## src/rtl/srdy_pkg.sv

```systemverilog
package srdy_pkg;
  parameter int unsigned CHANNELS = 7;

  typedef struct packed {
    logic out_en;
    logic act_low;
  } pin_cfg_t;
endpackage

```

## src/rtl/chan_flag_bank.sv

```systemverilog
module chan_flag_bank #(
  parameter int unsigned NCH = 7
) (
  input  logic           clk,
  input  logic           rst,
  input  logic           upd,
  input  logic [NCH-1:0] rd,
  input  logic           stream_mode,
  input  logic           stream_clr,
  output logic [NCH-1:0] flags
);
  logic [NCH-1:0] clr_vec;

  // streaming mode replaces per-channel reads with one frame-wide clear
  assign clr_vec = stream_mode ? {NCH{stream_clr}} : rd;

  for (genvar i = 0; i < NCH; i++) begin : g_flag
    always_ff @(posedge clk) begin
      if (rst)             flags[i] <= 1'b0;
      else if (upd)        flags[i] <= 1'b1;  // set has priority over clear
      else if (clr_vec[i]) flags[i] <= 1'b0;
    end
  end

  AST_UPD_SETS_ALL: assert property (@(posedge clk) disable iff (rst)
    upd |=> (&flags));
  AST_READ_CLEARS: assert property (@(posedge clk) disable iff (rst)
    (!upd && !stream_mode) |=> ((flags & $past(rd)) == '0));
  AST_SET_WINS: assert property (@(posedge clk) disable iff (rst)
    (upd && (|rd)) |=> ((flags & $past(rd)) == $past(rd)));
  AST_STREAM_CLEAR: assert property (@(posedge clk) disable iff (rst)
    (stream_mode && stream_clr && !upd) |=> (flags == '0));
  AST_STREAM_IGNORES_RD: assert property (@(posedge clk) disable iff (rst)
    (stream_mode && !stream_clr && !upd) |=> $stable(flags));
endmodule

```

## src/rtl/ready_combine.sv

```systemverilog
module ready_combine #(
  parameter int unsigned NCH = 7
) (
  input  logic [NCH-1:0] flags,
  input  logic [NCH-1:0] mask,
  output logic           ready
);
  logic [NCH-1:0] live;

  always_comb begin
    live  = flags & mask;
    ready = |live;
  end
endmodule

```

## src/rtl/pin_shaper.sv

```systemverilog
module pin_shaper
  import srdy_pkg::*;
(
  input  logic     clk,
  input  logic     rst,
  input  logic     ready,
  input  pin_cfg_t cfg,
  output logic     pin
);
  logic level;

  always_comb begin
    if (cfg.out_en) level = ready ^ cfg.act_low;
    else            level = cfg.act_low;
  end

  always_ff @(posedge clk) begin
    if (rst) pin <= cfg.act_low;
    else     pin <= level;
  end

  AST_PIN_OFF_INACTIVE: assert property (@(posedge clk) disable iff (rst)
    !cfg.out_en |=> (pin == $past(cfg.act_low)));
  AST_PIN_POLARITY: assert property (@(posedge clk) disable iff (rst)
    (cfg.out_en && ready) |=> (pin == !$past(cfg.act_low)));
endmodule

```

## src/rtl/sample_ready_agg.sv

```systemverilog
module sample_ready_agg
  import srdy_pkg::*;
#(
  parameter int unsigned NCH = CHANNELS
) (
  input  logic           clk,
  input  logic           rst,
  input  logic           sample_upd,
  input  logic [NCH-1:0] chan_rd,
  input  logic           stream_mode,
  input  logic           frame_start,
  input  logic [NCH-1:0] chan_en,
  input  logic           pin_oe,
  input  logic           pin_act_low,
  output logic           ready_pin,
  output logic [NCH-1:0] new_flags
);
  logic     ready_int;
  pin_cfg_t cfg;

  assign cfg.out_en  = pin_oe;
  assign cfg.act_low = pin_act_low;

  chan_flag_bank #(.NCH(NCH)) u_flags (
    .clk(clk), .rst(rst), .upd(sample_upd), .rd(chan_rd),
    .stream_mode(stream_mode), .stream_clr(frame_start), .flags(new_flags)
  );

  ready_combine #(.NCH(NCH)) u_comb (
    .flags(new_flags), .mask(chan_en), .ready(ready_int)
  );

  pin_shaper u_pin (
    .clk(clk), .rst(rst), .ready(ready_int), .cfg(cfg), .pin(ready_pin)
  );

  AST_MASK_ZERO_IDLE: assert property (@(posedge clk) disable iff (rst)
    (chan_en == '0) |=> (ready_pin == $past(pin_act_low)));
  AST_HOLD_WHILE_UNREAD: assert property (@(posedge clk) disable iff (rst)
    (pin_oe && ((new_flags & chan_en) != '0)) |=> (ready_pin != $past(pin_act_low)));
  AST_MASK_KEEPS_FLAGS: assert property (@(posedge clk) disable iff (rst)
    (!sample_upd && !frame_start && chan_rd == '0 && chan_en != $past(chan_en))
      |=> (new_flags == $past(new_flags)));
endmodule

```

## config.mk

```make
export PLATFORM = sky130hd
export DESIGN_NAME = sample_ready_agg
export DESIGN_NICKNAME = d
export VERILOG_FILES = /design/src/rtl/srdy_pkg.sv /design/src/rtl/chan_flag_bank.sv /design/src/rtl/ready_combine.sv /design/src/rtl/pin_shaper.sv /design/src/rtl/sample_ready_agg.sv
export SDC_FILE = /design/constraint.sdc
export NUM_CORES = 1
export LEC_CHECK = 0
export BUFFER_PORTS_ARGS = -buffer_cell sky130_fd_sc_hd__buf_2
export CAP_MARGIN = 10
export CORE_AREA = 4 4 41 43
export DETAILED_ROUTE_END_ITERATION = 16
export DIE_AREA = 0 0 45 47
export PLACE_DENSITY = 0.65
export SLEW_MARGIN = 5
export SYNTH_ARGS = -nofsm -noshare
export SYNTH_HDL_FRONTEND = slang
export SYNTH_HIERARCHICAL = 1
export SYNTH_SLANG_ARGS = --single-unit
```

## constraint.sdc

```tcl
create_clock -name clk -period 1.56 [get_ports clk]
set_clock_uncertainty 0.05 [all_clocks]
set_input_delay 0.39 -clock clk [delete_from_list [all_inputs] [get_ports clk]]
set_output_delay 0.39 -clock clk [all_outputs]
set_load 0.05 [all_outputs]
```

; Yosys cells after proc, flatten, opt, wreduce, memory -nomap -nowiden
; Cells that the tools add are included.
[classes]
addsub = 0
multipliers = 0
n_div = 0
magnitude_cmp = 0
eq_ne = 0
shift = 0
muxes = 17
bitwise_logic = 2
n_reduce_logical = 8
[op_table]
columns = operator, n
row1 = 2-to-1 mux 1 bit, 16
row2 = nonzero test 2 bit, 7
row3 = AND 7 bit, 1
row4 = 2-to-1 mux 7 bit, 1
row5 = OR reduction 7 bit, 1
row6 = XOR 1 bit, 1
[totals]
register_bits = 8
latchBits = 0
ram_bits = 0
rom_bits = 0
n_memories = 0

; Logic depth before layout (Yosys ltp)
; Gate-level depths: netlist of the first run.
[logic_depth]
word_depth = 5
mapped_depth = 4
ltp_nobuf = 4

; By module
; Netlist of the first run, hierarchy kept.
[modules_own_cells]
columns = module, instances, cells_each, area_each_um2, seq_area_each_um2
row1 = chan_flag_bank, 1, 31, 350.3, 140.1
row2 = pin_shaper, 1, 3, 56.3, 20.0
row3 = ready_combine, 1, 4, 30.0, 0.0

; Least setup slack after synthesis of the first run
; Ideal clock, no wire load.
[synth_timing]
path_kind = register to register
start = register u_flags.flags[0]
end = register u_pin.pin
setup_ns = 0.118
arrival_time_ns = 1.159
t_required_ns = 1.392
setup_slack_ns = 0.232
path_stages_with_launch = 5
cell_sequence = dfxtp_1 -> a222oi_1 -> nand3_1 -> nand3b_4 -> xnor2_2
[synth_between]
elab_chain_len = 5
[synth_rtl]
columns = element, line
row1 = from (decl), chan_flag_bank.sv:10  ; output logic [NCH-1:0] flags
row2 = "from (signal, indexed assignment)", chan_flag_bank.sv:19  ; if (rst) flags[i] <= 1'b0;
row3 = "from (signal, indexed assignment)", chan_flag_bank.sv:20  ; else if (upd) flags[i] <= 1'b1;
row4 = "from (signal, indexed assignment)", chan_flag_bank.sv:21  ; else if (clr_vec[i]) flags[i] <= 1'b0;
row5 = AND 7 bit, ready_combine.sv:11  ; live = flags & mask;
row6 = OR reduction 7 bit, ready_combine.sv:12  ; ready = |live;
row7 = named net ready_int, sample_ready_agg.sv:18  ; logic ready_int;
row8 = XOR 1 bit, pin_shaper.sv:13  ; if (cfg.out_en) level = ready ^ cfg.act_low;
row9 = 2-to-1 mux 1 bit, pin_shaper.sv:13
row10 = 2-to-1 mux 1 bit, pin_shaper.sv:18  ; if (rst) pin <= cfg.act_low;
row11 = to (signal assigned), pin_shaper.sv:18
row12 = to (signal assigned), pin_shaper.sv:19  ; else pin <= level;
row13 = to (decl), pin_shaper.sv:8  ; output logic pin
; The timed path passes the listed nets, and every way through them passes these cells.
; A chain may end at the register's enable or synchronous reset.

; Worst setup path after layout of the first run
[layout_timing]
start = register u_flags.flags[4]
end = output new_flags[4]
[layout_lines]
columns = element, line
row1 = to (decl), sample_ready_agg.sv:16  ; output logic [NCH-1:0] new_flags
; No word-level cell between the ends.

==> results of run 1 <==
[how the worst max path moves through the flow]
stage / from / endpoint / slack [ns] / cells after the start
after detailed placement: chan_en[0] / u_pin/pin / 0.23 / 5
after floorplan: u_flags/flags[0] / u_pin/pin / 0.23 / 4
final: u_flags/flags[4] / new_flags[4] / 0.25 / 1
after global placement: chan_en[0] / u_pin/pin / 0.24 / 5
after global routing: u_flags/flags[6] / new_flags[6] / 0.19 / 1
after CTS: u_flags/flags[6] / new_flags[6] / 0.22 / 1
[per-stage QoR]
stage	total power, mW	hold WS (ns)
2_1_floorplan	0.368	0.434
3_3_place_gp	0.422	0.425
3_5_place_dp	0.425	0.426
4_1_cts	0.582	0.301
5_1_grt	0.615	0.294
6_report	0.571	0.314
[Yosys cell counts]
master,instances
dfxtp_1,8
inv_1,7
o31ai_2,6
and2b_4,5
a22oi_1,2
nor2b_1,2
a21o_4,1
a222oi_1,1
and2_1,1
nand3_1,1
nand3b_4,1
o41ai_2,1
or2b_2,1
xnor2_2,1
[flip-flops by register name (all words and copies together) (netlist names)]
| name | flops |
|---|---|
| u_flags/flags | 7 |
| u_pin/pin | 1 |
[power by group through the flow]
stage | sequential, mW | clock, mW | combinational (mW)
finish | 0.235 | 0.153 | 0.184
global route | 0.238 | 0.181 | 0.196
CTS | 0.235 | 0.161 | 0.186
detailed placement | 0.239 | 0 | 0.186
global placement | 0.239 | 0 | 0.183
floorplan | 0.303 | 0 | 0.0650
[metal layers]
layer  share of wire, %  wire (um)  GRT usage [%]
met2                 45        457           16.9
met4                  0          0           5.26
met5                  0          0              0
met1                 41        413           15.1
met3                 14        139           4.21
[cells by family after synthesis]
family	after synthesis	share of synthesized area, %
AO/OA/AOI/OAI	11	30.1
XOR/XNOR	1	3.73
buffers and inverters	7	6.02
flip-flops	8	36.7
AND/OR/NAND/NOR	11	23.5
[area by class of cell]
type	count	share of cell area [%]
Sequential cell	8	25.9
Inverter	7	4.25
Multi-Input combinational cell	23	40.5
Clock buffer	3	3.64
Timing Repair Buffer	28	22.7
Tap cell	15	3.04
==> reports/results.txt, run 1 <==
GR Overflow Total: 0
hold_buf cts: 0
diode count: 0
critical path fanouts, max: 3
Site Rows: 13
sw power: 190 uW
vias in the first global route: 424
post-route design area: 618 um^2
Util after Layout: 47.5%
Worst path top cell family by delay: flip-flops
Max-Cap Viols: 0
1st-iter DRT viols: 6
Placed Area: 596 um^2
power share of the clock group: 26.7%
# fillers: 143
Worst Path Arrival: 0.87 ns
FF-to-FF End: u_pin/pin
critical path data required time: 1.12 ns
status: finished, final reports clean
CTS resizes: 0
ANT nets after route: 0
minimum clock period: 1.31 ns
die height: 47 um
Synth area leaders: dfxtp_1 (37%), o31ai_2 (17%), and2b_4 (11%), inv_1 (6.0%), nand3b_4 (4.6%)
Pleak: 0.317 nW
HPWL after detailed placement: 833 um
Die X: 45 um
Vias: 409
Final WS setup: 0.248 ns
Sink Count: 8
yosys warns: 6
synthesized cell area: 437 um^2
launch point of the worst reg-to-reg path: u_flags/flags[0]
Switching Share: 33.3%
clk slew on worst S/H paths: 0.05 ns
Nets: 92
area delta synth->final: 41.5%
VDD IR-drop max: 397 uV
pre-CTS WS: 0.231 ns
worst hold path type: in -> reg
gr usage total: 11.6%
Syn Area/Cell: 11.5 um^2
P per Cell Area: 924 mW/mm^2
Setup violations, final: 0
gpl congestion: 0.588
worst skew pair latency: 0.24 ns
Root Buffer Master: clkbuf_4
register bit total from synthesis: 8
Tcrit/Tclk final: 84.1%
TritonCTS clock tree: built
Initial Utilization: 33.6%
Avg WL per Cell: 12.0 um
via density per instance: 4.87
R2R cell count: 4
Setup crit end kind: output port
placed cell count: 81
post-route insts no fill: 84
DR pass1 iterations: 4
layout cells sized above 1: 68.1%
Worst slew margin: 80.1%
H-tree levels: 1
register area: 160 um^2
Max stage delay on crit path: 0.35 ns
CTS Buf Count: 3
hold_sp: pin_act_low
io pins: 29
# DRC: 0
Hold Path Depth: 2
Seq pwr share: 41.1%
final setup TNS: 0 ns
Mapped Nets: 59
P_int: 381 uW
post-CTS setup repair buffer count: 0
crit-path cells: buf_2
Die Area: 0.00212 mm^2
Post-Route WL: 1010 um
share of the synthesized area in the top cell type: 36.7%
Core ar.: 0.00130 mm^2
global-route wire length before repair: 1730 um
CP bufs+invs: 1
Min-Delay Endpoint: u_pin/pin
CP Launch Type: register
Final Slew Violations: 0
post-synthesis sequential area ratio: 36.7%
Worst Tran Pin Value: 0.298 ns
clk buf depth: 2
synth unique cells: 14
Crit Path Class: reg -> out
IO buf count: 28
most frequent cells in the layout: buf_2 (28), dfxtp_1 (8), inv_1 (7)
Yosys top cell by area: dfxtp_1
combinational group share of total power: 32.2%
leading cell type in the layout, fill and taps excluded: buf_2
Post-Synthesis Cells: 38
Hold Vio Cnt, Final: 0
Multi-input gate area: 250 um^2
largest net degree at the start of global routing: 10
worst-path cell with the longest stage delay: dfxtp_1
initial antenna violation count: 0
Max Freq: 762 MHz
r2r setup slk: 0.38 ns
RSZ-0062 raised after global routing: false
(Power assumes the default switching activity.)
==> run 2: changes to the inputs <==
PLACE_DENSITY = 0.68   (was 0.65)
clock period = 1.1 ns   (was 1.56 ns; I/O delays follow)
==> run 2 against run 1 <==
The run now ends with setup timing left. Power up 56%. Final cell count rose by 3.6%. Non-clock buffer count rose by 3. Largest power group unchanged. Largest cell class unchanged. Clock power increased by 42%. Sequential power is 46% higher. Worst setup slack lost 0.44 ns. Wire length increased by 9.3%. Critical path type unchanged.
==> reports/results.txt, run 2 (synthesis results as in run 1) <==
largest registers: u_flags/flags: 7 flops, u_pin/pin: 1 flops (unchanged)
Sink Count: 8 (unchanged)
Crit Path Class: reg -> out (unchanged)
Worst Tran Pin Value: 0.424 ns (was 0.298 ns)
worst hold path type: in -> reg (unchanged)
clk buf depth: 2 (unchanged)
vias in the first global route: 415 (was 424)
initial antenna violation count: 0 (unchanged)
RSZ-0062 raised after global routing: true (was false)
final setup TNS: -0.442 ns (was 0 ns)
DR pass1 iterations: 4 (unchanged)
Setup violations, final: 3 (was 0)
Worst Path Arrival: 0.96 ns (was 0.87 ns)
pre-CTS WS: -0.242 ns (was 0.231 ns)
layout cells sized above 1: 79.2% (was 68.1%)
die height: 47 um (unchanged)
largest net degree at the start of global routing: 10 (unchanged)
Setup crit end kind: output port (unchanged)
Final WS setup: -0.189 ns (was 0.248 ns)
most frequent cells in the layout: buf_2 (20), buf_8 (7), inv_1 (7) (was buf_2 (28), dfxtp_1 (8), inv_1 (7))
ANT nets after route: 0 (unchanged)
Max-Cap Viols: 0 (unchanged)
CTS Buf Count: 3 (unchanged)
register area: 179 um^2 (was 160 um^2)
Max Freq: 776 MHz
post-route design area: 743 um^2 (was 618 um^2)
Hold Vio Cnt, Final: 0 (unchanged)
Largest register FFs: 7 (unchanged)
critical path data required time: 0.77 ns (was 1.12 ns)
Tcrit/Tclk final: 117%
crit path from: u_flags/flags[0] (was u_flags/flags[4])
failing checks: setup timing
Initial Utilization: 33.6% (unchanged)
Placed Area: 624 um^2 (was 596 um^2)
Nets: 95 (was 92)
Final Slew Violations: 0 (unchanged)
status: finished with violations (was finished, final reports clean)
# DRC: 0 (unchanged)
io pins: 29 (unchanged)
launch point of the worst reg-to-reg path: u_flags/flags[0] (unchanged)
P per Cell Area: 1200 mW/mm^2 (was 924 mW/mm^2)
Util after Layout: 57.1% (was 47.5%)
IO buf count: 28 (unchanged)
M1 WL: 458 um (was 413 um)
hold_sp: pin_act_low (unchanged)
Core ar.: 0.00130 mm^2 (unchanged)
Worst slew margin: 71.8% (was 80.1%)
HPWL after detailed placement: 823 um (was 833 um)
via density per instance: 4.69 (was 4.87)
GR Overflow Total: 0 (unchanged)
1st-iter DRT viols: 5 (was 6)
gpl congestion: 0.640 (was 0.588)
Pleak: 0.358 nW (was 0.317 nW)
Multi-input gate area: 250 um^2 (unchanged)
area delta synth->final: 70.2% (was 41.5%)
Post-Route WL: 1100 um (was 1010 um)
Die X: 45 um (unchanged)
Root Buffer Master: clkbuf_4 (unchanged)
worst skew pair latency: 0.25 ns (was 0.24 ns)
Site Rows: 13 (unchanged)
TritonCTS clock tree: built (unchanged)
Die Area: 0.00212 mm^2 (unchanged)
H-tree levels: 1 (unchanged)
gr usage total: 12.2% (was 11.6%)
global-route wire length before repair: 1700 um (was 1730 um)
Largest Register: u_flags/flags (unchanged)
wire length on met3: 167 um (was 139 um)
Vias: 408 (was 409)
# fillers: 121 (was 143)
Avg WL per Cell: 12.7 um (was 12.0 um)
VDD IR-drop max: 586 uV (was 397 uV)
CP Launch Type: register (unchanged)
clk slew on worst S/H paths: 0.05 ns (about the same)
minimum clock period: 1.29 ns
leading cell type in the layout, fill and taps excluded: buf_2 (unchanged)
routed length on met2: 446 um (was 457 um)
critical path fanouts, max: 2 (was 3)
diode count: 0 (unchanged)
highest metal used: met4 (was met3)
-- run 2: cell types whose count changed in the layout (fill, tap and decap cells not counted), moves of 3 or more --
cell	previous run	this run
dfxtp_4	0	4
dfxtp_2	0	3
buf_2	28	20
buf_6	0	3
buf_8	0	7
dfxtp_1	8	1
-- run 2: area by class of cell --
class	instances	area share [%]
multi-input combinational	23	33.7
timing repair buffer	31	33.2
sequential	8	24.1
inverter	7	3.54
clock buffer	3	3.03
tap	15	2.53
-- run 2: worst paths after layout --
kind | endpoint | cells after the start | slack [ns]
hold / removal | u_pin/pin | 2 | 0.18
setup reg to reg | u_pin/pin | 4 | -0.19
hold reg to reg | u_flags/flags[2] | 2 | 0.44
setup / recovery | new_flags[0] | 3 | -0.19
-- run 2: through the flow --
stage          instances  power (mW)  hold slack (ns)
3_3_place_gp          83       0.610            0.414
3_5_place_dp          83       0.614            0.418
2_1_floorplan         38       0.525            0.319
5_1_grt               87       0.951            0.170
6_report              87       0.890            0.182
4_1_cts               86       0.882            0.171
-- run 2: where the power goes --
part	internal [mW]	switching (mW)
Sequential	0.318	0.0244
Combinational	0.161	0.169
Clock	0.124	0.0932
Total	0.604	0.286
-- run 2: critical path, cell delays in order, from the launching register on --
cell	delay (ns)
dfxtp_4	0.34
buf_4	0.13
buf_6	0.11
buf_8	0.14
-- run 2: metal layers --
metal / track usage, % / vias up
li1: - / 203
met2: 16.7 / 27
met1: 14.2 / 174
met3: 4.60 / 4
met5: 0 / -
met4: 12.3 / 0
-- run 2: what timing repair did --
item                                    CTS  global route
resized for setup                        17            10
setup buffers                             0             1
hold buffers                              0             0
endpoints found under the setup margin    9             9
==> run 3: changes to the inputs <==
clock period = 1.15 ns   (was 1.1 ns; I/O delays follow)
==> run 3 against run 2 <==
The flow still finishes with violations (setup timing). Wire length is the same. First-iteration DRC count increased by 40%. Power shrank 7.2%. Final cell count shrank 1.1%. Sequential power is 5.8% lower. Register-to-register slack improved by 0.11 ns. Highest routed layer is now met3. Die area did not move. Non-clock buffer count down 1. Largest cell class unchanged. Utilization shrank 4.1 points. Sequential share of layout area up 1.2 points. Global-route usage is 0.38 points lower. Clock-buffer cell count unchanged.
==> reports/results.txt, run 3 (synthesis results as in run 1) <==
# fillers: 129 (was 121)
initial antenna violation count: 0 (unchanged)
ANT nets after route: 0 (unchanged)
GR Overflow Total: 0 (unchanged)
RSZ-0062 raised after global routing: true (unchanged)
Avg WL per Cell: 12.8 um (was 12.7 um)
critical path data required time: 1.28 ns (was 0.77 ns)
WHS: 0.202 ns (was 0.182 ns)
gr usage total: 11.8% (was 12.2%)
layout cells sized above 1: 78.9% (was 79.2%)
worst hold path type: in -> reg (unchanged)
Vias: 399 (was 408)
register area: 174 um^2 (was 179 um^2)
Max stage delay on crit path: 0.38 ns (was 0.34 ns)
clk slew on worst S/H paths: 0.05 ns (about the same)
Pleak: 0.340 nW (was 0.358 nW)
clk buf depth: 2 (unchanged)
# DRC: 0 (unchanged)
most frequent cells in the layout: buf_2 (20), inv_1 (7), o31ai_2 (6) (was buf_2 (20), buf_8 (7), inv_1 (7))
Min-Delay Endpoint: u_pin/pin (unchanged)
Initial Utilization: 33.6% (unchanged)
Largest Register: u_flags/flags (unchanged)
1st-iter DRT viols: 7 (was 5)
r2r setup slk: -0.08 ns (was -0.19 ns)
post-CTS setup repair buffer count: 0 (unchanged)
Max-Cap Viols: 0 (unchanged)
H-tree levels: 1 (unchanged)
failing checks: setup timing (unchanged)
status: finished with violations (unchanged)
IO buf count: 28 (unchanged)
gpl congestion: 0.668 (was 0.640)
diode count: 0 (unchanged)
global-route wire length before repair: 1720 um (was 1700 um)
launch point of the worst reg-to-reg path: u_flags/flags[0] (unchanged)
P per Cell Area: 1200 mW/mm^2 (about the same)
Util after Layout: 53.0% (was 57.1%)
vias in the first global route: 395 (was 415)
TritonCTS clock tree: built (unchanged)
hold_sp: pin_act_low (unchanged)
worst skew pair latency: 0.25 ns (about the same)
Site Rows: 13 (unchanged)
DR pass1 iterations: 4 (unchanged)
worst-path cell with the longest stage delay: a222oi_1 (was dfxtp_4)
Die X: 45 um (unchanged)
R2R cell count: 4 (unchanged)
Largest register FFs: 7 (unchanged)
largest registers: u_flags/flags: 7 flops, u_pin/pin: 1 flops (unchanged)
Final Power: 826 uW (was 890 uW)
CTS resizes: 12 (was 17)
CP Launch Type: register (unchanged)
Worst slew margin: 75.4% (was 71.8%)
Root Buffer Master: clkbuf_4 (unchanged)
HPWL after detailed placement: 837 um (was 823 um)
FF-to-FF End: u_pin/pin (unchanged)
leading cell type in the layout, fill and taps excluded: buf_2 (unchanged)
die height: 47 um (unchanged)
Setup violations, final: 3 (unchanged)
via density per instance: 4.64 (was 4.69)
minimum clock period: 1.23 ns
Hold Vio Cnt, Final: 0 (unchanged)
Hold Path Depth: 2 (unchanged)
Max Freq: 815 MHz
VDD IR-drop max: 567 uV (was 586 uV)
Tcrit/Tclk final: 107%
Multi-input gate area: 250 um^2 (unchanged)
Placed Area: 624 um^2 (unchanged)
Worst Path Arrival: 1.36 ns (was 0.96 ns)
Die Area: 0.00212 mm^2 (unchanged)
Crit Path Class: reg -> reg (was reg -> out)
Final Slew Violations: 0 (unchanged)
Core ar.: 0.00130 mm^2 (unchanged)
Nets: 94 (was 95)
CTS Buf Count: 3 (unchanged)
crit-path cells: a222oi_1, nand3_1, nand3b_4, xnor2_2 (was buf_4, buf_6, buf_8)
hold_buf cts: 0 (unchanged)
post-route design area: 689 um^2 (was 743 um^2)
Post-Route WL: 1100 um (unchanged)
Sink Count: 8 (unchanged)
Setup crit end kind: register (was output port)
Worst Tran Pin Value: 0.369 ns (was 0.424 ns)
critical path fanouts, max: 2 (unchanged)
io pins: 29 (unchanged)
Final WS setup: -0.0775 ns (was -0.189 ns)
area delta synth->final: 57.9% (was 70.2%)
pre-CTS WS: -0.181 ns (was -0.242 ns)
largest net degree at the start of global routing: 10 (unchanged)
-- run 3: changes by cell type in the layout (fill, tap and decap cells not counted) --
cell     previous run  this run
buf_6               3         4
dfxtp_4             4         2
buf_8               7         1
buf_4               1         5
dfxtp_2             3         5
-- run 3: metrics by stage --
| step | setup TNS, ns | std cells |
|---|---|---|
| floorplan | -0.0164 | 38 |
| global placement | -0.102 | 83 |
| detailed placement | -0.181 | 83 |
| CTS | -0.221 | 86 |
| global route | -0.308 | 86 |
| finish | -0.158 | 86 |
-- run 3: how the worst max path moves through the flow --
stage	start	end	slack (ns)	cells after the start
after CTS	u_flags/flags[0]	u_pin/pin	-0.12	4
after floorplan	u_flags/flags[0]	u_pin/pin	-0.02	4
final	u_flags/flags[0]	u_pin/pin	-0.08	4
after global placement	chan_en[0]	u_pin/pin	-0.10	5
after detailed placement	chan_en[0]	u_pin/pin	-0.18	5
after global routing	u_flags/flags[0]	u_pin/pin	-0.17	4
-- run 3: routing by layer --
metal / track usage (%) / vias to the layer above / routed length (um)
met1: 15.2 / 173 / 509
met5: 0 / - / 0
li1: - / 201 / -
met3: 4.98 / 0 / 155
met2: 16.4 / 25 / 439
met4: 7.02 / 0 / 0
-- run 3: cell type report --
class                           count  share of cell area [%]
Clock buffer                        3                    3.27
Timing Repair Buffer               30                    28.7
Inverter                            7                    3.81
Multi-Input combinational cell     23                    36.3
Sequential cell                     8                    25.2
Tap cell                           15                    2.72
-- run 3: power breakdown --
part	internal [mW]	total [mW]	switching, mW
clock	0.119	0.215	0.0956
sequential	0.305	0.323	0.0176
combinational	0.128	0.288	0.160
total	0.553	0.826	0.274
-- run 3: worst max-delay path: cells and delay by family (launching register included) --
kind	cells	cell delay [ns]
XOR/XNOR	1	0.10
AND/OR/NAND/NOR	2	0.29
flip-flops	1	0.34
AO/OA/AOI/OAI	1	0.38
